### config.mk
export PLATFORM = sky130hd
export DESIGN_NAME = lp_stop_ctrl
export DESIGN_NICKNAME = d
export VERILOG_FILES = /design/src/rtl/lp_stop_pkg.sv /design/src/rtl/lp_stop_entry.sv /design/src/rtl/lp_stop_wake.sv /design/src/rtl/lp_stop_ctrl.sv
export SDC_FILE = /design/constraint.sdc
export NUM_CORES = 1
export LEC_CHECK = 0
export ABC_AREA = 1
export BUFFER_PORTS_ARGS = -buffer_cell sky130_fd_sc_hd__buf_4
export CELL_PAD_IN_SITES_DETAIL_PLACEMENT = 0
export CELL_PAD_IN_SITES_GLOBAL_PLACEMENT = 2
export CORE_UTILIZATION = 15
export DETAILED_ROUTE_END_ITERATION = 6
export HOLD_SLACK_MARGIN = 0.15
export PLACE_DENSITY = 0.83
export SLEW_MARGIN = 30
export SYNTH_ARGS = -nofsm -noshare
export SYNTH_HDL_FRONTEND = slang
export SYNTH_SLANG_ARGS = --single-unit
### constraint.sdc
create_clock -name clk_i -period 2.5 [get_ports clk_i]
set_input_delay 0.375 -clock clk_i [delete_from_list [all_inputs] [get_ports clk_i]]
set_output_delay 0.375 -clock clk_i [all_outputs]
set_load 0.1 [all_outputs]
### src/rtl/lp_stop_pkg.sv
package lp_stop_pkg;
  typedef enum logic [2:0] {
    PS_RUN    = 3'd0,
    PS_LPRUN  = 3'd1,
    PS_STOP0  = 3'd2,
    PS_ENTER1 = 3'd3,
    PS_STOP1  = 3'd4,
    PS_DEEP   = 3'd5,
    PS_WAKE   = 3'd6
  } pstate_e;

  typedef enum logic [1:0] {
    WR_IRQ_EN  = 2'd0,
    WR_EVT     = 2'd1,
    WR_IRQ_ANY = 2'd2
  } wrule_e;

  localparam int unsigned MODE_W = 3;
  localparam logic [MODE_W-1:0] MODE_LIGHT = 3'd0;
  localparam logic [MODE_W-1:0] MODE_LPREG = 3'd1;
endpackage

### src/rtl/lp_stop_entry.sv
module lp_stop_entry
  import lp_stop_pkg::*;
#(
  parameter int unsigned N_LINES = 16
) (
  input  logic               wfi_i,
  input  logic               wfe_i,
  input  logic               isr_ret_i,
  input  logic               deep_en_i,
  input  logic               sleep_on_exit_i,
  input  logic               sev_on_pend_i,
  input  logic [N_LINES-1:0] irq_pend_i,
  input  logic [N_LINES-1:0] evt_pend_i,
  input  logic [N_LINES-1:0] periph_wake_i,
  output logic               go_o,
  output wrule_e             rule_o
);
  logic irq_path, req, blocked;

  always_comb begin
    irq_path = wfi_i | (isr_ret_i & sleep_on_exit_i);
    req      = deep_en_i & (irq_path | wfe_i);
    blocked  = (|irq_pend_i) | (|evt_pend_i) | (|periph_wake_i);
    go_o     = req & ~blocked;
    // interrupt path wins if both strobes arrive together
    if (irq_path)           rule_o = WR_IRQ_EN;
    else if (sev_on_pend_i) rule_o = WR_IRQ_ANY;
    else                    rule_o = WR_EVT;
  end
endmodule

### src/rtl/lp_stop_wake.sv
module lp_stop_wake
  import lp_stop_pkg::*;
#(
  parameter int unsigned N_LINES = 16
) (
  input  wrule_e             rule_i,
  input  logic [N_LINES-1:0] irq_pend_i,
  input  logic [N_LINES-1:0] irq_en_i,
  input  logic [N_LINES-1:0] evt_pend_i,
  output logic               hit_o
);
  logic [N_LINES-1:0] line_hit;

  for (genvar i = 0; i < N_LINES; i++) begin : g_line
    always_comb begin
      unique case (rule_i)
        WR_IRQ_EN:  line_hit[i] = irq_pend_i[i] & irq_en_i[i];
        WR_EVT:     line_hit[i] = evt_pend_i[i];
        WR_IRQ_ANY: line_hit[i] = irq_pend_i[i];
        default:    line_hit[i] = 1'b0;
      endcase
    end
  end

  assign hit_o = |line_hit;
endmodule

### src/rtl/lp_stop_ctrl.sv
module lp_stop_ctrl
  import lp_stop_pkg::*;
#(
  parameter int unsigned N_LINES = 16
) (
  input  logic               clk_i,
  input  logic               rst_ni,
  input  logic               wfi_i,
  input  logic               wfe_i,
  input  logic               isr_ret_i,
  input  logic               deep_en_i,
  input  logic               sleep_on_exit_i,
  input  logic [2:0]         mode_sel_i,
  input  logic               lp_run_sel_i,
  input  logic               sev_on_pend_i,
  input  logic [N_LINES-1:0] irq_pend_i,
  input  logic [N_LINES-1:0] irq_en_i,
  input  logic [N_LINES-1:0] evt_pend_i,
  input  logic [N_LINES-1:0] periph_wake_i,
  input  logic               lpreg_rdy_i,
  input  logic               osc_rdy_i,
  input  logic               mem_rdy_i,
  output logic               main_reg_en_o,
  output logic               lp_reg_en_o,
  output logic [2:0]         state_o,
  output logic               wake_tgt_o
);
  pstate_e state_q, state_d;
  wrule_e  rule_q, rule_d, entry_rule;
  logic    tgt_q, tgt_d;
  logic    go, wake_hit, in_run, stopped, clk_ok;

  lp_stop_entry #(.N_LINES(N_LINES)) u_entry (
    .wfi_i          (wfi_i),
    .wfe_i          (wfe_i),
    .isr_ret_i      (isr_ret_i),
    .deep_en_i      (deep_en_i),
    .sleep_on_exit_i(sleep_on_exit_i),
    .sev_on_pend_i  (sev_on_pend_i),
    .irq_pend_i     (irq_pend_i),
    .evt_pend_i     (evt_pend_i),
    .periph_wake_i  (periph_wake_i),
    .go_o           (go),
    .rule_o         (entry_rule)
  );

  lp_stop_wake #(.N_LINES(N_LINES)) u_wake (
    .rule_i    (rule_q),
    .irq_pend_i(irq_pend_i),
    .irq_en_i  (irq_en_i),
    .evt_pend_i(evt_pend_i),
    .hit_o     (wake_hit)
  );

  assign in_run  = (state_q == PS_RUN) || (state_q == PS_LPRUN);
  assign stopped = (state_q == PS_ENTER1) || (state_q == PS_STOP0) ||
                   (state_q == PS_STOP1)  || (state_q == PS_DEEP);
  assign clk_ok  = osc_rdy_i & mem_rdy_i;

  always_comb begin
    state_d = state_q;
    rule_d  = rule_q;
    tgt_d   = tgt_q;
    unique case (state_q)
      PS_RUN, PS_LPRUN: begin
        if (go) begin
          rule_d = entry_rule;
          tgt_d  = lp_run_sel_i;
          if (mode_sel_i == MODE_LIGHT)      state_d = PS_STOP0;
          else if (mode_sel_i == MODE_LPREG) state_d = PS_ENTER1;
          else                               state_d = PS_DEEP;
        end
      end
      PS_ENTER1: begin
        if (wake_hit)         state_d = PS_WAKE;
        else if (lpreg_rdy_i) state_d = PS_STOP1;
      end
      PS_STOP0, PS_STOP1, PS_DEEP: begin
        if (wake_hit) state_d = PS_WAKE;
      end
      PS_WAKE: begin
        if (clk_ok) state_d = tgt_q ? PS_LPRUN : PS_RUN;
      end
      default: state_d = PS_RUN;
    endcase
  end

  always_ff @(posedge clk_i or negedge rst_ni) begin
    if (!rst_ni) begin
      state_q <= PS_RUN;
      rule_q  <= WR_IRQ_EN;
      tgt_q   <= 1'b0;
    end else begin
      state_q <= state_d;
      rule_q  <= rule_d;
      tgt_q   <= tgt_d;
    end
  end

  always_comb begin
    unique case (state_q)
      PS_RUN, PS_STOP0:   {main_reg_en_o, lp_reg_en_o} = 2'b10;
      PS_LPRUN, PS_STOP1,
      PS_DEEP:            {main_reg_en_o, lp_reg_en_o} = 2'b01;
      PS_ENTER1, PS_WAKE: {main_reg_en_o, lp_reg_en_o} = 2'b11;
      default:            {main_reg_en_o, lp_reg_en_o} = 2'b10;
    endcase
  end

  assign state_o    = state_q;
  assign wake_tgt_o = tgt_q;

  assert_nodeep_R2: assert property (@(posedge clk_i) disable iff (!rst_ni)
    (in_run && !deep_en_i) |=> (state_q == $past(state_q)));

  assert_refuse_R4: assert property (@(posedge clk_i) disable iff (!rst_ni)
    (in_run && ((|irq_pend_i) || (|evt_pend_i) || (|periph_wake_i)))
      |=> (state_q == $past(state_q)));

  assert_lpreg_wait_R6: assert property (@(posedge clk_i) disable iff (!rst_ni)
    (state_q == PS_ENTER1 && !lpreg_rdy_i && !wake_hit) |=> (state_q == PS_ENTER1));

  assert_stop1_regs_R6: assert property (@(posedge clk_i) disable iff (!rst_ni)
    (state_q == PS_STOP1) |-> (!main_reg_en_o && lp_reg_en_o));

  assert_wake_hold_R11: assert property (@(posedge clk_i) disable iff (!rst_ni)
    (state_q == PS_WAKE && !clk_ok) |=> (state_q == PS_WAKE));

  assert_exit_tgt_R12: assert property (@(posedge clk_i) disable iff (!rst_ni)
    (state_q == PS_WAKE && clk_ok)
      |=> (state_o == ($past(wake_tgt_o) ? 3'd1 : 3'd0)));

  assert_rule_hold_R13: assert property (@(posedge clk_i) disable iff (!rst_ni)
    (stopped && $past(stopped)) |-> ($stable(rule_q) && $stable(tgt_q)));
endmodule

---- Word level (Yosys, flattened, before mapping) ----
Index checks and enable logic that the tools add are counted.
word-level totals
  register bits after elaboration ......... 6
  output and inout port bits .............. 6
  input port bits ......................... 79
operators by class
  reductions and logical operators ........ 13
  bitwise operators ....................... 25
  muxes and demuxes ....................... 29
  equal/unequal tests ..................... 13
operators by type and width
  cell                count
  $reduce_or 16->1    4
  $pmux 1 s3          16
  $mux 3              7
  $and 1x1->1         20
  $pmux 3 s4          1
  $eq 3x3->1 const B  3
  $eq 3x1->1 const B  2
  $eq 3x2->1 const B  2
  $logic_not 3->1     2
  $reduce_or 3->1     2
  $reduce_or 5->1     1
  $mux 2              2
  $ne 2x2->1 const B  2
  $or 1x1->1          4
  $reduce_and 4->1    1
  $mux 1              3
  $ne 3x2->1 const B  1
  $eq 2x1->1 const B  1
  $eq 2x2->1 const B  1
  $logic_not 2->1     1
  $ne 2x1->1 const B  1
  $reduce_and 2->1    1
  $reduce_or 2->1     1
  $not 1->1           1

---- Longest topological paths before layout ----
Gate-level depths: netlist of the first run.
  word-level depth ........................ 7
  gate-level depth with buffers ........... 12
  gate-level depth less buffers ........... 12

---- Modules after synthesis ----
From an unflattened synthesis of the first run, not the netlist that was laid out.
unflattened totals
  cell total of the unflattened synthesis .. 207
  area total of the unflattened synthesis .. 975.9 µm²
modules (own cells, without submodules)
  module         cells an instance  area an instance (µm²)  instances  sequential area each (µm²)
  lp_stop_ctrl   52                 369.1                   1          150.1
  lp_stop_wake   79                 316.6                   1          0.0
  lp_stop_entry  76                 290.3                   1          0.0

---- Least setup slack after synthesis of the first run ----
OpenSTA, ideal clock, no wires.
  path kind ............................... register to output
  from .................................... reg state_q[1], in the netlist state_o[1]
  to ...................................... out lp_reg_en_o
  path buffers ............................ 0
  setup slack ............................. -1,264 ps
  data arrival time ....................... 3,389 ps
  cell stages (with the launch flop) ...... 3
  cell sequence ........................... dfrtp_1 nand2_1 o21ai_0
on the way
  word-level cells in the longest chain between the ends .. 3
ends and longest elaborated chain
  what                                  line                 source
  from (decl)                           lp_stop_ctrl.sv:28   pstate_e state_q, state_d;
  from (signal assigned)                lp_stop_ctrl.sv:94   state_q <= state_d;
  $eq 3x1->1 (tied with other cells)    lp_stop_ctrl.sv:101  unique case (state_q)
  $reduce_or 5->1 (no source line) (*)  n/a
  $mux 1 (*)                            lp_stop_ctrl.sv:101
  to (decl)                             lp_stop_ctrl.sv:24   output logic lp_reg_en_o,
Every way passes the cells marked *; elsewhere a longest branch is shown, timed or not.

---- Final worst setup path of the first run ----
Ends and elaborated chain as after synthesis.

==> results.json, run 1 <==
{
  "status": "finished clean",
  "finalSetupTns_ns": 0,
  "cts_root_buffer": "clkbuf_8",
  "synth_seq_area_share_pct": 17.91,
  "ys_seq_elements": 6,
  "finalWirelength_microns": 3053,
  "antenna_found_initial": 0,
  "max_freq_mhz": 584.7,
  "gp_congestion": 0.7591,
  "skew_ns": 0.004306,
  "die_area_sq_mm": 0.005891,
  "switching_share_pct": 56.39,
  "synth_area_leaders": "nand2_1 (33%), nor2_1 (19%), dfrtp_1 (18%), inv_1 (7.6%), o21ai_0 (4.8%)",
  "critPathCaptureType": "output port",
  "peakVddDrop_v": 0.0005231,
  "io_pins": 85,
  "drc_errors": 0,
  "cts_tree": "yes",
  "vias_per_cell": 3.809,
  "clkTransAtPathRegs_ns": 0.04,
  "yosysUniqueCellTypes": 18,
  "synth_area_sq_um": 838.3,
  "nets": 341,
  "cts_buffers": 3,
  "die-width_microns": 76.76,
  "fin_crit_sh_pct": 68.41,
  "cts_buffer_depth": 2,
  "synth_nets": 251,
  "path_class": "reg -> out",
  "report.final.slew_viol_count": 0,
  "grt_usage_pct": 10.81,
  "area_delta_synth_final_pct": 92.69,
  "crit_fanout": 6,
  "grt_pass1_wl_microns": 5168,
  "synth_top_cell_by_area": "nand2_1",
  "leakage_nw": 0.8655,
  "die_y_microns": 76.76,
  "arrival_ns": 1.34,
  "pre_cts_ws_ns": 0.9132,
  "worst_pin_slew_ns": 0.3137,
  "min_from": "lp_run_sel_i",
  "seqPwrFrac_pct": 15.9,
  "r2r-start": "state_o[2]$_DFFE_PN0P_",
  "grt_max_degree": 10,
  "cap_violations": 0,
  "gr-total-overflow": 0,
  "period_needed_ns": 1.710,
  "setup_ws_ns": 0.7898,
  "hpwl_microns": 2785,
  "drt_iter0_markers": 33,
  "clockPowerShare_pct": 13.8,
  "finalHoldViolCount": 0,
  "core_sq_mm": 0.005238,
  "power_density_mw_per_mm2": 649.9,
  "hold_class": "in -> reg",
  "syn_avg_cell_area_sq_um": 4.874,
  "worstSkewPairLatency_ns": 0.22,
  "final_cell_mix": "buf_4 (84), nand2_1 (73), nor2_1 (42)",
  "crit_start": "state_o[1]$_DFFE_PN0P_",
  "power_mw": 1.050,
  "antenna_cells": 0,
  "setup_viol": 0,
  "wire_per_inst_microns": 9.252,
  "power.internal_mw": 0.4578,
  "switching_power_mw": 0.5920,
  "rows": 26,
  "layout_commonest_cell": "buf_4",
  "portBuffers": 84,
  "start_util_pct": 16.01,
  "p_comb_share_pct": 70.3,
  "final_layout_size_suffix_gt1_share_pct": 38.08,
  "dr.pass1.iters": 4,
  "ant_nets": 0,
  "cp.required_ns": 2.12,
  "yosysWarnings": 0,
  "clock_sinks": 6,
  "synth_top_area_share_pct": 32.69,
  "cts_resized": 0,
  "relSlewSlack_pct": 79.08,
  "htreeDepth": 1,
  "cp-start-kind": "flop",
  "vias": 1257,
  "rsz0062_at_grt": "false",
  "grt_pass1_vias": 1224,
  "postSynthCellCount": 172
}
-- Yosys cell counts, drive strengths merged --
cell,number
a21oi,4
nand3,6
or2,1
and2,1
o21bai,1
nand4,2
inv,20
o31ai,1
nand2,74
o21ai,9
nor2,46
o21a,1
dfrtp,6
-- path summary, 6_finish.rpt --
| check | endpoint | slack, ns | cells past startpoint |
|---|---|---|---|
| min | wake_tgt_o$_DFFE_PN0P_ | 0.42 | 3 |
| max reg2reg | state_o[1]$_DFFE_PN0P_ | 1.02 | 8 |
| max | lp_reg_en_o | 0.79 | 4 |
| min reg2reg | wake_tgt_o$_DFFE_PN0P_ | 0.52 | 2 |
| min in group asynchronous | state_o[2]$_DFFE_PN0P_ | 0.49 | 2 |
| max in group asynchronous | rule_q[0]$_DFFE_PN0P_ | 1.89 | 2 |
-- repair_timing --
| action | 4_1_cts | 5_1_grt |
|---|---|---|
| endpoints found under the hold margin | 6 | 0 |
| setup buffers | 0 | 0 |
| hold buffers | 1 | 0 |
-- critical path: stages, from the launching register on --
cell,delay [ns]
dfrtp_1,0.43
nand2_1,0.18
o21ai_0,0.13
o21ai_2,0.07
buf_4,0.29
-- per-stage QoR --
| step | util, % | hold slack, ns | cells | area (sq um) |
|---|---|---|---|---|
| final | 30.84 | 0.4175 | 330 | 1615 |
| after global routing | 30.84 | 0.4325 | 330 | 1615 |
| after CTS | 30.84 | 0.4126 | 330 | 1615 |
| after detailed placement | 29.86 | 0.1891 | 326 | 1564 |
| after global placement | 29.86 | 0.1878 | 326 | 1564 |
| after floorplan | - | 0.07941 | 172 | 845.8 |
-- cell type report --
| cell class | instances | area (sq um) |
|---|---|---|
| Clock buffer | 3 | 41.29 |
| Fill cell | 619 | 3622 |
| Inverter | 20 | 75.07 |
| Multi-Input combinational cell | 146 | 620.6 |
| Sequential cell | 6 | 150.1 |
| Tap cell | 70 | 87.58 |
| Timing Repair Buffer | 85 | 640.6 |
-- power by group through the flow --
stage                     clock (mW)  sequential (mW)  combinational (mW)
after floorplan                    0            0.318               0.372
after global placement             0            0.171               0.740
after detailed placement           0            0.170               0.742
after CTS                      0.150            0.168               0.745
after global routing           0.160            0.176               0.790
final                          0.145            0.167               0.738
-- kinds of logic after synthesis --
family          count (synthesis)  share of synthesized area, %
flops                           6                         17.91
simple gates                  130                         61.79
compound gates                 16                         11.34
buf+inv                        20                         8.955
-- sequential cells by signal, summed over array words and instances, names as in the netlist --
name	flops
state_o	3
rule_q	2
wake_tgt_o	1
-- layer usage --
metal	share of wire, %	up-vias	global-route usage, %
met5	0	-	0
met4	0.62	0	2.885
met3	6.9	2	2.262
met2	47	47	18.93
met1	46	502	13.24
li1	-	706	-
No activity file was read; power rests on OpenSTA's default activity.
==> inputs of run 2 (changes only) <==
- CORE_UTILIZATION: 15 -> 14
- PLACE_DENSITY: 0.83 -> 0.78
- clock period: 2.5 -> 1.67 ns (I/O delays scaled with it)
==> run 2 against run 1 <==
Net effect: sequential power is 69% higher; via count is 1.3% higher; critical path type unchanged; sequential share of layout area is 0.26 points higher; non-clock buffer count is 1 higher; wire length is 4.4% higher; die area is 7.0% higher; largest power group unchanged.
==> results.json, run 2 (synthesis results as in run 1) <==
{
  "area_delta_synth_final_pct": 98.36,
  "reg2regPathDepth": 12,
  "grt_max_degree": 10,
  "die-width_microns": 79.38,
  "max_freq_mhz": 646.8,
  "setup_ws_ns": 0.1238,
  "largest_reg_flops": 3,
  "grt_usage_pct": 10.81,
  "fin_cells": 334,
  "cp.required_ns": 1.42,
  "skew_ns": 0.007129,
  "whs_ns": 0.2898,
  "layout_commonest_cell": "buf_4",
  "final_cell_mix": "buf_4 (84), nand2_1 (72), nor2_1 (42)",
  "power_density_mw_per_mm2": 1024,
  "period_needed_ns": 1.546,
  "setup_viol": 0,
  "drc_errors": 0,
  "cts_buffer_depth": 2,
  "htreeDepth": 1,
  "holdPathStages": 3,
  "vias": 1273,
  "nets": 342,
  "core_sq_mm": 0.005642,
  "clkTransAtPathRegs_ns": 0.04,
  "hold_path_end": "wake_tgt_o$_DFFE_PN0P_",
  "status": "finished clean",
  "n_fill_cell": 662,
  "worstSkewPairLatency_ns": 0.23,
  "hpwl_microns": 2899,
  "die_y_microns": 79.38,
  "antenna_cells": 0,
  "finalHoldViolCount": 0,
  "portBuffers": 84,
  "io_pins": 85,
  "rsz0062_at_grt": "false",
  "dpl.cell_count": 329,
  "min_from": "lp_run_sel_i",
  "gp_congestion": 0.7168,
  "leakage_nw": 0.8741,
  "relSlewSlack_pct": 81.49,
  "r2r-start": "rule_q[1]$_DFFE_PN0P_",
  "fin_crit_sh_pct": 92.59,
  "gr-total-overflow": 0,
  "regToRegEndpoint": "state_o[0]$_DFFE_PN0P_",
  "hold_class": "in -> reg",
  "antenna_found_initial": 0,
  "cts_tree": "yes",
  "rows": 27,
  "finalSetupTns_ns": 0,
  "pre_cts_ws_ns": 0.1887,
  "worst_pin_slew_ns": 0.2799,
  "ant_nets": 0,
  "die_area_sq_mm": 0.006301,
  "place_area_sq_mm": 0.001600,
  "peakVddDrop_v": 0.0006484,
  "cap_violations": 0,
  "final_layout_size_suffix_gt1_share_pct": 39.69,
  "wire_per_inst_microns": 9.539,
  "critPathCaptureType": "output port",
  "path_class": "reg -> out",
  "stdcell_area_sq_mm": 0.001663,
  "grt_pass1_wl_microns": 5278,
  "report.final.slew_viol_count": 0,
  "finalWirelength_microns": 3186,
  "drt_iter0_markers": 19,
  "grt_pass1_vias": 1207,
  "clock_sinks": 6,
  "cts_root_buffer": "clkbuf_8",
  "cts_buffers": 3,
  "dr.pass1.iters": 4,
  "start_util_pct": 14.86,
  "r2r_setup_slack_ns": 0.25,
  "cp-start-kind": "flop",
  "arrival_ns": 1.30,
  "crit_fanout": 6,
  "vias_per_cell": 3.811
}
run 2: worst max-delay path: stages (launching register included):
cell and delay [ns]:
dfrtp_4 0.50, nand2_2 0.14, o21ai_1 0.12, o21ai_4 0.08
buf_8 0.21
run 2: worst max-delay path by stage:
stage | from | to | cells past startpoint
2_1_floorplan | state_o[2]$_DFFE_PN0P_ | state_o[0]$_DFFE_PN0P_ | 8
3_5_place_dp | evt_pend_i[10] | state_o[2]$_DFFE_PN0P_ | 11
6_report | state_o[0]$_DFFE_PN0P_ | lp_reg_en_o | 4
3_3_place_gp | evt_pend_i[10] | state_o[2]$_DFFE_PN0P_ | 11
5_1_grt | state_o[0]$_DFFE_PN0P_ | lp_reg_en_o | 4
4_1_cts | state_o[0]$_DFFE_PN0P_ | lp_reg_en_o | 4
run 2: metrics by stage:
step	power, mW	util (%)
CTS	1.703	29.41
finish	1.703	29.47
detailed placement	1.447	28.37
global placement	1.447	28.37
floorplan	1.099	-
global route	1.822	29.47
run 2: routing by layer:
layer / vias up / share of wire, % / GRT usage, %
met5: - / 0 / 0
met4: 0 / 1.2 / 2.364
met3: 4 / 6.2 / 2.514
met2: 40 / 49 / 19.14
met1: 522 / 44 / 13.16
li1: 707 / - / -
run 2: cell type report:
type,instances,area [sq um],share of cell area (%)
timing repair buffer,86,655.6,39.43
multi-input combinational,146,638.1,38.37
sequential,6,158.9,9.556
tap,72,90.09,5.418
inverter,20,75.07,4.515
clock buffer,4,45.04,2.709
run 2: what timing repair did:
action                                  4_1_cts  5_1_grt
pin swaps                                     0        0
endpoints found under the setup margin        1        1
resized for setup                             1        2
hold endpoints to repair                      6        0
setup buffers                                 0        0
hold buffers                                  1        0
run 2: where the power goes:
part,leakage [nW],internal (mW),total [mW],switching [mW]
clock network,0.0228,0.165,0.236,0.0714
registers,0.0748,0.199,0.283,0.0839
logic,0.777,0.411,1.18,0.773
total,0.874,0.775,1.70,0.928
